<file path="src/rtl/ev_rec_pkg.sv">
package ev_rec_pkg;
  localparam int WORD_W    = 32;
  localparam int HDR_WORDS = 8;
  localparam int STRIP_W   = 128;
  localparam int ARR_W     = 50;
  localparam int LEN_W     = 14;

  localparam logic [1:0] MODE_FULL = 2'b00;
  localparam logic [1:0] MODE_ZS   = 2'b01;

  typedef enum logic [1:0] {
    SQ_IDLE = 2'd0,
    SQ_HDR  = 2'd1,
    SQ_CHW  = 2'd2,
    SQ_HIT  = 2'd3
  } seq_st_e;
endpackage

</file>
<file path="src/rtl/ev_hit_store.sv">
module ev_hit_store #(
  parameter int NUM_CH   = 8,
  parameter int MAX_HITS = 16,
  parameter int TIME_W   = 16,
  localparam int CH_W    = $clog2(NUM_CH),
  localparam int HIT_W   = $clog2(MAX_HITS),
  localparam int CNT_W   = $clog2(MAX_HITS + 1)
) (
  input  logic                    clk,
  input  logic                    rst_n,
  input  logic                    wr_en,
  input  logic [CH_W-1:0]         wr_ch,
  input  logic [TIME_W-1:0]       wr_start,
  input  logic [TIME_W-1:0]       wr_stop,
  input  logic                    clr,
  input  logic [CH_W-1:0]         rd_ch,
  input  logic [HIT_W-1:0]        rd_idx,
  output logic [2*TIME_W-1:0]     rd_data,
  output logic [NUM_CH*CNT_W-1:0] cnt_flat,
  output logic [NUM_CH-1:0]       ovf
);
  logic [2*TIME_W-1:0] rd_row [NUM_CH];

  for (genvar c = 0; c < NUM_CH; c++) begin : g_ch
    logic [CNT_W-1:0]    cnt_q, cnt_d;
    logic                ovf_q, ovf_d;
    logic [2*TIME_W-1:0] mem_q [MAX_HITS];
    logic                sel, full, wr_ok;

    assign sel   = wr_en && (wr_ch == CH_W'(c));
    assign full  = (cnt_q == CNT_W'(MAX_HITS));
    assign wr_ok = sel && !full;

    always_comb begin
      cnt_d = cnt_q;
      ovf_d = ovf_q;
      if (clr) begin
        cnt_d = '0;
        ovf_d = 1'b0;
      end else if (sel) begin
        if (full) ovf_d = 1'b1;
        else      cnt_d = cnt_q + CNT_W'(1);
      end
    end

    always_ff @(posedge clk or negedge rst_n) begin
      if (!rst_n) begin
        cnt_q <= '0;
        ovf_q <= 1'b0;
      end else begin
        cnt_q <= cnt_d;
        ovf_q <= ovf_d;
      end
    end

    always_ff @(posedge clk) begin
      if (wr_ok && !clr) mem_q[cnt_q[HIT_W-1:0]] <= {wr_start, wr_stop};
    end

    assign rd_row[c]                  = mem_q[rd_idx];
    assign cnt_flat[c*CNT_W +: CNT_W] = cnt_q;
    assign ovf[c]                     = ovf_q;
  end

  assign rd_data = rd_row[rd_ch];
endmodule

</file>
<file path="src/rtl/ev_len_calc.sv">
module ev_len_calc
  import ev_rec_pkg::*;
#(
  parameter int NUM_CH   = 8,
  parameter int MAX_HITS = 16,
  localparam int CNT_W   = $clog2(MAX_HITS + 1)
) (
  input  logic [NUM_CH*CNT_W-1:0] cnt_flat,
  input  logic                    zs,
  output logic [LEN_W-1:0]        len
);
  always_comb begin
    len = LEN_W'(HDR_WORDS);
    for (int c = 0; c < NUM_CH; c++) begin
      if (!zs || (cnt_flat[c*CNT_W +: CNT_W] != '0))
        len = len + LEN_W'(1) + LEN_W'(cnt_flat[c*CNT_W +: CNT_W]);
    end
  end
endmodule

</file>
<file path="src/rtl/ev_rec_seq.sv">
module ev_rec_seq
  import ev_rec_pkg::*;
#(
  parameter int NUM_CH   = 8,
  parameter int MAX_HITS = 16,
  localparam int CH_W    = $clog2(NUM_CH),
  localparam int HIT_W   = $clog2(MAX_HITS),
  localparam int CNT_W   = $clog2(MAX_HITS + 1),
  localparam int IDX_W   = $clog2(HDR_WORDS),
  localparam int PAD_W   = WORD_W - 17 - CNT_W
) (
  input  logic                        clk,
  input  logic                        rst_n,
  input  logic                        start,
  input  logic                        zs,
  input  logic [NUM_CH*CNT_W-1:0]     cnt_flat,
  input  logic [NUM_CH-1:0]           ovf,
  input  logic [HDR_WORDS*WORD_W-1:0] hdr_flat,
  input  logic [WORD_W-1:0]           hit_word,
  input  logic                        out_ready,
  output logic [WORD_W-1:0]           out_data,
  output logic                        out_valid,
  output logic                        out_last,
  output logic                        busy,
  output logic                        done,
  output logic [CH_W-1:0]             rd_ch,
  output logic [HIT_W-1:0]            rd_idx
);
  seq_st_e          st_q, st_d;
  logic [IDX_W-1:0] idx_q, idx_d;
  logic [CH_W-1:0]  ch_q, ch_d;
  logic [HIT_W-1:0] hit_q, hit_d;

  logic             has0, hasn, fire, hit_end;
  logic [CH_W-1:0]  f0, fn;
  logic [CNT_W-1:0] cur_cnt;

  assign cur_cnt = cnt_flat[ch_q*CNT_W +: CNT_W];
  assign hit_end = (CNT_W'(hit_q) == (cur_cnt - CNT_W'(1)));

  // Lowest group to send, and next group to send after the current one.
  always_comb begin
    has0 = 1'b0;
    hasn = 1'b0;
    f0   = '0;
    fn   = '0;
    for (int c = NUM_CH - 1; c >= 0; c--) begin
      if (!zs || (cnt_flat[c*CNT_W +: CNT_W] != '0)) begin
        has0 = 1'b1;
        f0   = CH_W'(c);
        if (CH_W'(c) > ch_q) begin
          hasn = 1'b1;
          fn   = CH_W'(c);
        end
      end
    end
  end

  assign out_valid = (st_q != SQ_IDLE);
  assign busy      = out_valid;
  assign fire      = out_valid && out_ready;
  assign done      = fire && out_last;
  assign rd_ch     = ch_q;
  assign rd_idx    = hit_q;

  always_comb begin
    out_last = 1'b0;
    out_data = '0;
    case (st_q)
      SQ_HDR: begin
        out_data = hdr_flat[idx_q*WORD_W +: WORD_W];
        out_last = (idx_q == IDX_W'(HDR_WORDS - 1)) && !has0;
      end
      SQ_CHW: begin
        out_data = {ovf[ch_q], {PAD_W{1'b0}}, cur_cnt, 16'(ch_q)};
        out_last = (cur_cnt == '0) && !hasn;
      end
      SQ_HIT: begin
        out_data = hit_word;
        out_last = hit_end && !hasn;
      end
      default: ;
    endcase
  end

  always_comb begin
    st_d  = st_q;
    idx_d = idx_q;
    ch_d  = ch_q;
    hit_d = hit_q;
    case (st_q)
      SQ_IDLE: if (start) begin
        st_d  = SQ_HDR;
        idx_d = '0;
      end
      SQ_HDR: if (fire) begin
        if (idx_q != IDX_W'(HDR_WORDS - 1)) idx_d = idx_q + IDX_W'(1);
        else if (has0) begin
          st_d = SQ_CHW;
          ch_d = f0;
        end else st_d = SQ_IDLE;
      end
      SQ_CHW: if (fire) begin
        if (cur_cnt != '0) begin
          st_d  = SQ_HIT;
          hit_d = '0;
        end else if (hasn) ch_d = fn;
        else st_d = SQ_IDLE;
      end
      SQ_HIT: if (fire) begin
        if (!hit_end) hit_d = hit_q + HIT_W'(1);
        else if (hasn) begin
          st_d = SQ_CHW;
          ch_d = fn;
        end else st_d = SQ_IDLE;
      end
      default: st_d = SQ_IDLE;
    endcase
  end

  always_ff @(posedge clk or negedge rst_n) begin
    if (!rst_n) begin
      st_q  <= SQ_IDLE;
      idx_q <= '0;
      ch_q  <= '0;
      hit_q <= '0;
    end else begin
      st_q  <= st_d;
      idx_q <= idx_d;
      ch_q  <= ch_d;
      hit_q <= hit_d;
    end
  end
endmodule

</file>
<file path="src/rtl/ev_record_builder.sv">
module ev_record_builder
  import ev_rec_pkg::*;
#(
  parameter int NUM_CH   = 8,
  parameter int MAX_HITS = 16,
  parameter int TIME_W   = 16,
  parameter int DROP_W   = 16,
  localparam int CH_W    = $clog2(NUM_CH),
  localparam int HIT_W   = $clog2(MAX_HITS),
  localparam int CNT_W   = $clog2(MAX_HITS + 1)
) (
  input  logic                clk,
  input  logic                rst_n,
  input  logic                hit_valid,
  input  logic [CH_W-1:0]     hit_chan,
  input  logic [TIME_W-1:0]   hit_start,
  input  logic [TIME_W-1:0]   hit_stop,
  input  logic                trig,
  input  logic [31:0]         trig_evt,
  input  logic                trig_zs,
  input  logic [STRIP_W-1:0]  strip_pat,
  input  logic [ARR_W-1:0]    arr_time,
  input  logic [15:0]         chamber_id,
  output logic [WORD_W-1:0]   rec_data,
  output logic                rec_valid,
  input  logic                rec_ready,
  output logic                rec_last,
  output logic                busy,
  output logic [DROP_W-1:0]   drop_cnt
);
  logic [1:0] rs_q;
  logic       rst_q;

  always_ff @(posedge clk or negedge rst_n) begin
    if (!rst_n) rs_q <= 2'b00;
    else        rs_q <= {rs_q[0], 1'b1};
  end
  assign rst_q = rs_q[1];

  logic                accept, drop, clr, wr_en;
  logic [STRIP_W-1:0]  strip_q;
  logic [ARR_W-1:0]    arr_q;
  logic [15:0]         cham_q;
  logic [31:0]         evt_q;
  logic                zs_q, zs_d;
  logic [DROP_W-1:0]   drop_q, drop_d;
  logic [LEN_W-1:0]    len;
  logic [15:0]         pkt;
  logic [NUM_CH*CNT_W-1:0] cnt_flat;
  logic [NUM_CH-1:0]   ovf;
  logic [CH_W-1:0]     rd_ch;
  logic [HIT_W-1:0]    rd_idx;
  logic [2*TIME_W-1:0] rd_data;
  logic [HDR_WORDS*WORD_W-1:0] hdr_flat;

  assign accept = trig && !busy;
  assign drop   = trig && busy;
  assign wr_en  = hit_valid && !busy && !trig;

  always_comb begin
    zs_d   = accept ? trig_zs : zs_q;
    drop_d = drop_q;
    if (drop && (drop_q != '1)) drop_d = drop_q + DROP_W'(1);
  end

  always_ff @(posedge clk or negedge rst_q) begin
    if (!rst_q) begin
      zs_q   <= 1'b0;
      drop_q <= '0;
    end else begin
      zs_q   <= zs_d;
      drop_q <= drop_d;
    end
  end

  always_ff @(posedge clk) begin
    if (accept) begin
      strip_q <= strip_pat;
      arr_q   <= arr_time;
      cham_q  <= chamber_id;
      evt_q   <= trig_evt;
    end
  end

  assign drop_cnt = drop_q;
  assign pkt      = {(zs_q ? MODE_ZS : MODE_FULL), len};
  assign hdr_flat = {strip_q[31:0], strip_q[63:32], strip_q[95:64], strip_q[127:96],
                     arr_q[31:0], {(2*WORD_W-ARR_W){1'b0}}, arr_q[ARR_W-1:32],
                     cham_q, pkt, evt_q};

  ev_hit_store #(.NUM_CH(NUM_CH), .MAX_HITS(MAX_HITS), .TIME_W(TIME_W)) u_store (
    .clk(clk), .rst_n(rst_q), .wr_en(wr_en), .wr_ch(hit_chan),
    .wr_start(hit_start), .wr_stop(hit_stop), .clr(clr),
    .rd_ch(rd_ch), .rd_idx(rd_idx), .rd_data(rd_data),
    .cnt_flat(cnt_flat), .ovf(ovf)
  );

  ev_len_calc #(.NUM_CH(NUM_CH), .MAX_HITS(MAX_HITS)) u_len (
    .cnt_flat(cnt_flat), .zs(zs_q), .len(len)
  );

  ev_rec_seq #(.NUM_CH(NUM_CH), .MAX_HITS(MAX_HITS)) u_seq (
    .clk(clk), .rst_n(rst_q), .start(accept), .zs(zs_q),
    .cnt_flat(cnt_flat), .ovf(ovf), .hdr_flat(hdr_flat),
    .hit_word(WORD_W'(rd_data)), .out_ready(rec_ready),
    .out_data(rec_data), .out_valid(rec_valid), .out_last(rec_last),
    .busy(busy), .done(clr), .rd_ch(rd_ch), .rd_idx(rd_idx)
  );
endmodule

</file>
<file path="config.mk">
export PLATFORM = sky130hd
export DESIGN_NAME = ev_record_builder
export DESIGN_NICKNAME = d
export VERILOG_FILES = /design/src/rtl/ev_rec_pkg.sv /design/src/rtl/ev_hit_store.sv /design/src/rtl/ev_len_calc.sv /design/src/rtl/ev_rec_seq.sv /design/src/rtl/ev_record_builder.sv
export SDC_FILE = /design/constraint.sdc
export NUM_CORES = 2
export LEC_CHECK = 0
export CAP_MARGIN = 15
export CELL_PAD_IN_SITES_DETAIL_PLACEMENT = 0
export CELL_PAD_IN_SITES_GLOBAL_PLACEMENT = 2
export CORE_ASPECT_RATIO = 0.5
export CORE_UTILIZATION = 51
export DETAILED_ROUTE_END_ITERATION = 10
export GPL_ROUTABILITY_DRIVEN = 0
export PLACE_DENSITY = 0.78
export SLEW_MARGIN = 20
export SYNTH_ARGS = -nofsm -noshare
export SYNTH_HDL_FRONTEND = slang
export SYNTH_SLANG_ARGS = --single-unit
export TNS_END_PERCENT = 50
</file>
<file path="constraint.sdc">
create_clock -name clk -period 11.42 [get_ports clk]
set_input_delay 1.713 -clock clk [delete_from_list [all_inputs] [get_ports clk]]
set_output_delay 1.713 -clock clk [all_outputs]
set_load 0.005 [all_outputs]
</file>
==> Implementation_results.wiki <==
{| class="wikitable"
! Metric !! Value
|-
| Overall track demand over capacity in global routing || 27.4%
|-
| Starting utilization of the core area || 51.4%
|-
| Clock Root Buffer || sky130_fd_sc_hd__clkbuf_16
|-
| Sequential standard cell area || 132000 um^2
|-
| Share of layout cells above drive strength 1 || 30.0%
|-
| Number of maximum-capacitance constraint violations || 0
|-
| Mean area per synthesized cell || 23.5 um^2
|-
| Top-area cell type share of the netlist area || 75.4%
|-
| Peak supply drop || 764 uV
|-
| Count of yosys warnings during synthesis || 0
|-
| Chip Height || 413 um
|-
| P&R area growth vs syn || 13.2%
|-
| Final hold vios || 0
|-
| Element type at the critical path end || output port
|-
| Status || completed
|-
| Clock tree from TritonCTS || yes
|-
| Critical Path Most Common Cell || sky130_fd_sc_hd__ha_1
|-
| Number of setup violations in the final report || 0
|-
| Post-detailed-placement half-perimeter wirelength || 270 mm
|-
| HP Class || reg -> async
|-
| Wirelength per Cell || 36.9 um
|-
| Pin count of the biggest net entering global routing || 162
|-
| Lkg Pwr || 59.4 nW
|-
| Pint || 0.0322 W
|-
| Worst Setup Slack post-DPL || 0.172 ns
|-
| P per Cell Area || 242 nW/um^2
|-
| Clock slew seen by the registers of the worst setup and hold paths || 0.07 ns
|-
| Post-synth EDFFs || 4322
|-
| Number of global-route vias before repair || 80500
|-
| Worst path max stage delay || 0.39 ns
|-
| Input/output buffers || 317
|-
| Count of nets after finishing || 8265
|-
| Setup total negative slack || 0 ns
|-
| Number of antenna violations at the first check in global routing || 74
|-
| Worst path required time || 9.71 ns
|-
| Fraction of registers with async set/reset || 1.80%
|-
| Switching power as a share of total power || 31.7%
|-
| Worst setup margin || 0.536 ns
|-
| First-pass GRT wire length || 645 mm
|-
| Drc violations || 0
|-
| Worst-path cell with the longest stage delay || sky130_fd_sc_hd__dfrtp_1
|-
| Die area || 340000 um^2
|-
| Congestion Overflow GR || 0
|-
| Core occupancy in the finished layout || 58.1%
|-
| Worst Setup Start Kind || flip-flop
|-
| Fmax || 91.9 MHz
|-
| Area of the core region || 335000 um^2
|-
| Number of instances in the placed design || 12000
|-
| Post-synthesis sequential area ratio || 76.6%
|-
| Number of storage elements in the synthesis netlist || 4401
|-
| Total Wirelength || 470 mm
|-
| Comb pwr share || 34.4%
|-
| Flip-flop cell with the highest count after synthesis || sky130_fd_sc_hd__edfxtp_1
|-
| Most frequently used cell type in the post-synthesis netlist || sky130_fd_sc_hd__edfxtp_1
|-
| Setup CP Type || reg -> out
|-
| Iter 0 DRT Violations || 13100
|-
| DRT Pass-1 Iters || 6
|-
| Count of distinct cell types in the synthesized netlist || 87
|-
| Number of cells in the finished layout apart from fillers || 12700
|-
| Area used by multi-input combinational logic || 39500 um^2
|-
| Row count || 150
|-
| Net load switching power || 0.0150 W
|-
| Final antenna-violating net count || 0
|-
| Biggest area consumer among synthesized cells || sky130_fd_sc_hd__edfxtp_1
|-
| Worst-margin pin slew || 1.18 ns
|-
| Net Count, Synth || 7656
|-
| # fillers || 23800
|-
| H-tree depth || 5
|-
| Period utilization || 95.3%
|-
| Clk Latency, worst-skew pair || 0.96 ns
|-
| Number of clock sinks || 4401
|-
| Maximum fanout encountered on the critical timing path || 5
|-
| Worst slew margin relative to its limit || 20.8%
|-
| Time the final worst path needs with I/O delays and setup || 10.88 ns
|-
| Ranking of synthesized cells by instance count || sky130_fd_sc_hd__edfxtp_1, sky130_fd_sc_hd__mux4_2, sky130_fd_sc_hd__clkbuf_1, sky130_fd_sc_hd__nor2_1, sky130_fd_sc_hd__nand2_1
|-
| Detail-routed via count per cell || 6.59
|-
| Portion of total power attributed to sequential cells || 38.6%
|-
| Horizontal extent of the die || 823 um
|-
| Clock buffers created by TritonCTS || 382
|-
| Cells after synthesis || 7310
|-
| Overall via count from detail_route || 84000
|-
| Post-synthesis instance area || 172000 um^2
|-
| Number of top-level design ports || 318
|-
| Buffer levels on the longest clock path || 4
|-
| Clk pwr share || 27.0%
|-
| Number of max-slew violations in the final report || 0
|-
| Synth area leaders || sky130_fd_sc_hd__edfxtp_1, sky130_fd_sc_hd__mux4_2, sky130_fd_sc_hd__dfrtp_1
|-
| Worst setup skew after layout || 0.0496 ns
|-
| Data arrival, critical path || 9.17 ns
|}
[cells by family (layout without fill, tap and decap cells)]
| kind of cell | Yosys count | count (layout) | synth area share [%] |
|---|---|---|---|
| XOR/XNOR | 70 | 70 | 0.369 |
| multiplexers | 1490 | 1490 | 18.8 |
| flip-flops | 4401 | 4401 | 76.6 |
| AO/OA/AOI/OAI | 270 | 270 | 1.07 |
| buffers and inverters | 444 | 1353 | 0.993 |
| other | 1 | 35 | 0.00218 |
| adder cells (fa/ha/maj) | 79 | 79 | 0.605 |
| AND/OR/NAND/NOR | 555 | 555 | 1.54 |
[registers in the layout, indices dropped and copies added, names as in the netlist]
signal and count:
cham_q 16, evt_q 32, arr_q 50, u_seq.rd_idx 4
u_seq.st_q 2, strip_q 128, rs_q 2, zs_q 1
u_store.g_ch.cnt_q 40, u_store.g_ch.mem_q 4096, u_seq.rd_ch 3, u_seq.idx_q 3
u_store.g_ch.ovf_q 8, drop_cnt 16
[per-layer routing]
| layer | global-route usage, % | part of all wire [%] |
|---|---|---|
| met1 | 43.0 | 42 |
| met2 | 37.6 | 42 |
| met3 | 9.12 | 14 |
| met4 | 5.94 | 2.2 |
| met5 | 0 | 0.055 |
[power groups by stage]
stage	Clock (W)	Sequential [W]	Combinational, W
CTS	0.0129	0.0182	0.0154
global route	0.0135	0.0182	0.0174
floorplan	0	0.0184	0.0104
global placement	0	0.0185	0.0152
detailed placement	0	0.0185	0.0153
finish	0.0127	0.0182	0.0162
[per-stage QoR]
stage	hold slack, ns	power [W]	cell area (um^2)
4_1_cts	0.204	0.0465	194000
2_1_floorplan	0.331	0.0288	172000
5_1_grt	0.222	0.0491	195000
3_3_place_gp	0.201	0.0338	182000
6_report	0.193	0.0471	195000
3_5_place_dp	0.197	0.0338	182000
[worst paths after layout]
path / startpoint / endpoint / slack [ns] / depth (start not counted)
max in group asynchronous: rs_q[1]$_DFF_PN0_ / u_seq.rd_ch[0]$_DFFE_PN0P_ / 9.94 / 1
min in group clk: rs_q[0]$_DFF_PN0_ / rs_q[1]$_DFF_PN0_ / 0.35 / 0
hold reg to reg: rs_q[1]$_DFF_PN0_ / drop_cnt[5]$_DFFE_PN0P_ / 0.19 / 0
hold / removal: rs_q[1]$_DFF_PN0_ / drop_cnt[5]$_DFFE_PN0P_ / 0.19 / 0
setup / recovery: u_store.g_ch[0].cnt_q[1]$_DFFE_PN0P_ / rec_data[6] / 0.54 / 43
setup reg to reg: u_seq.rd_ch[1]$_DFFE_PN0P_ / u_store.g_ch[0].cnt_q[2]$_DFFE_PN0P_ / 5.94 / 15
[timing repair]
item                       in CTS  in global routing
buffers inserted                2                 18
gates resized for setup        20                 41
setup endpoints to repair       5                  7
hold buffers                    0                  0
pin swaps                       1                 15
[area by class of cell]
| type | count | area share (%) |
|---|---|---|
| Timing Repair Buffer | 605 | 2.85 |
| Inverter | 64 | 0.123 |
| Multi-Input combinational cell | 2465 | 20.3 |
| Clock inverter | 210 | 0.896 |
| Tap cell | 4484 | 2.88 |
| Clock buffer | 474 | 5.21 |
| Antenna cell | 34 | 0.0437 |
| Sequential cell | 4401 | 67.7 |
[critical path, delay by kind of cell (launching register included)]
kind	cells	cell delay, ns
compound gates	13	2.33
fa+ha+maj	8	2.23
simple gates	10	1.35
mux	3	0.80
xor+xnor	5	0.75
flops	1	0.39
buf+inv	4	0.39
[layout by cell type, fill, tap and decap left out, types with 68 or more instances in the layout]
cell type	n
sky130_fd_sc_hd__nor2_4	70
sky130_fd_sc_hd__clkbuf_1	80
sky130_fd_sc_hd__clkbuf_16	392
sky130_fd_sc_hd__clkinv_2	68
sky130_fd_sc_hd__buf_4	293
sky130_fd_sc_hd__clkdlybuf4s50_1	280
sky130_fd_sc_hd__nor2_1	137
sky130_fd_sc_hd__nand2_1	118
sky130_fd_sc_hd__edfxtp_1	4322
sky130_fd_sc_hd__mux4_2	1393
sky130_fd_sc_hd__clkinv_1	92
(Power assumes the default switching activity.)
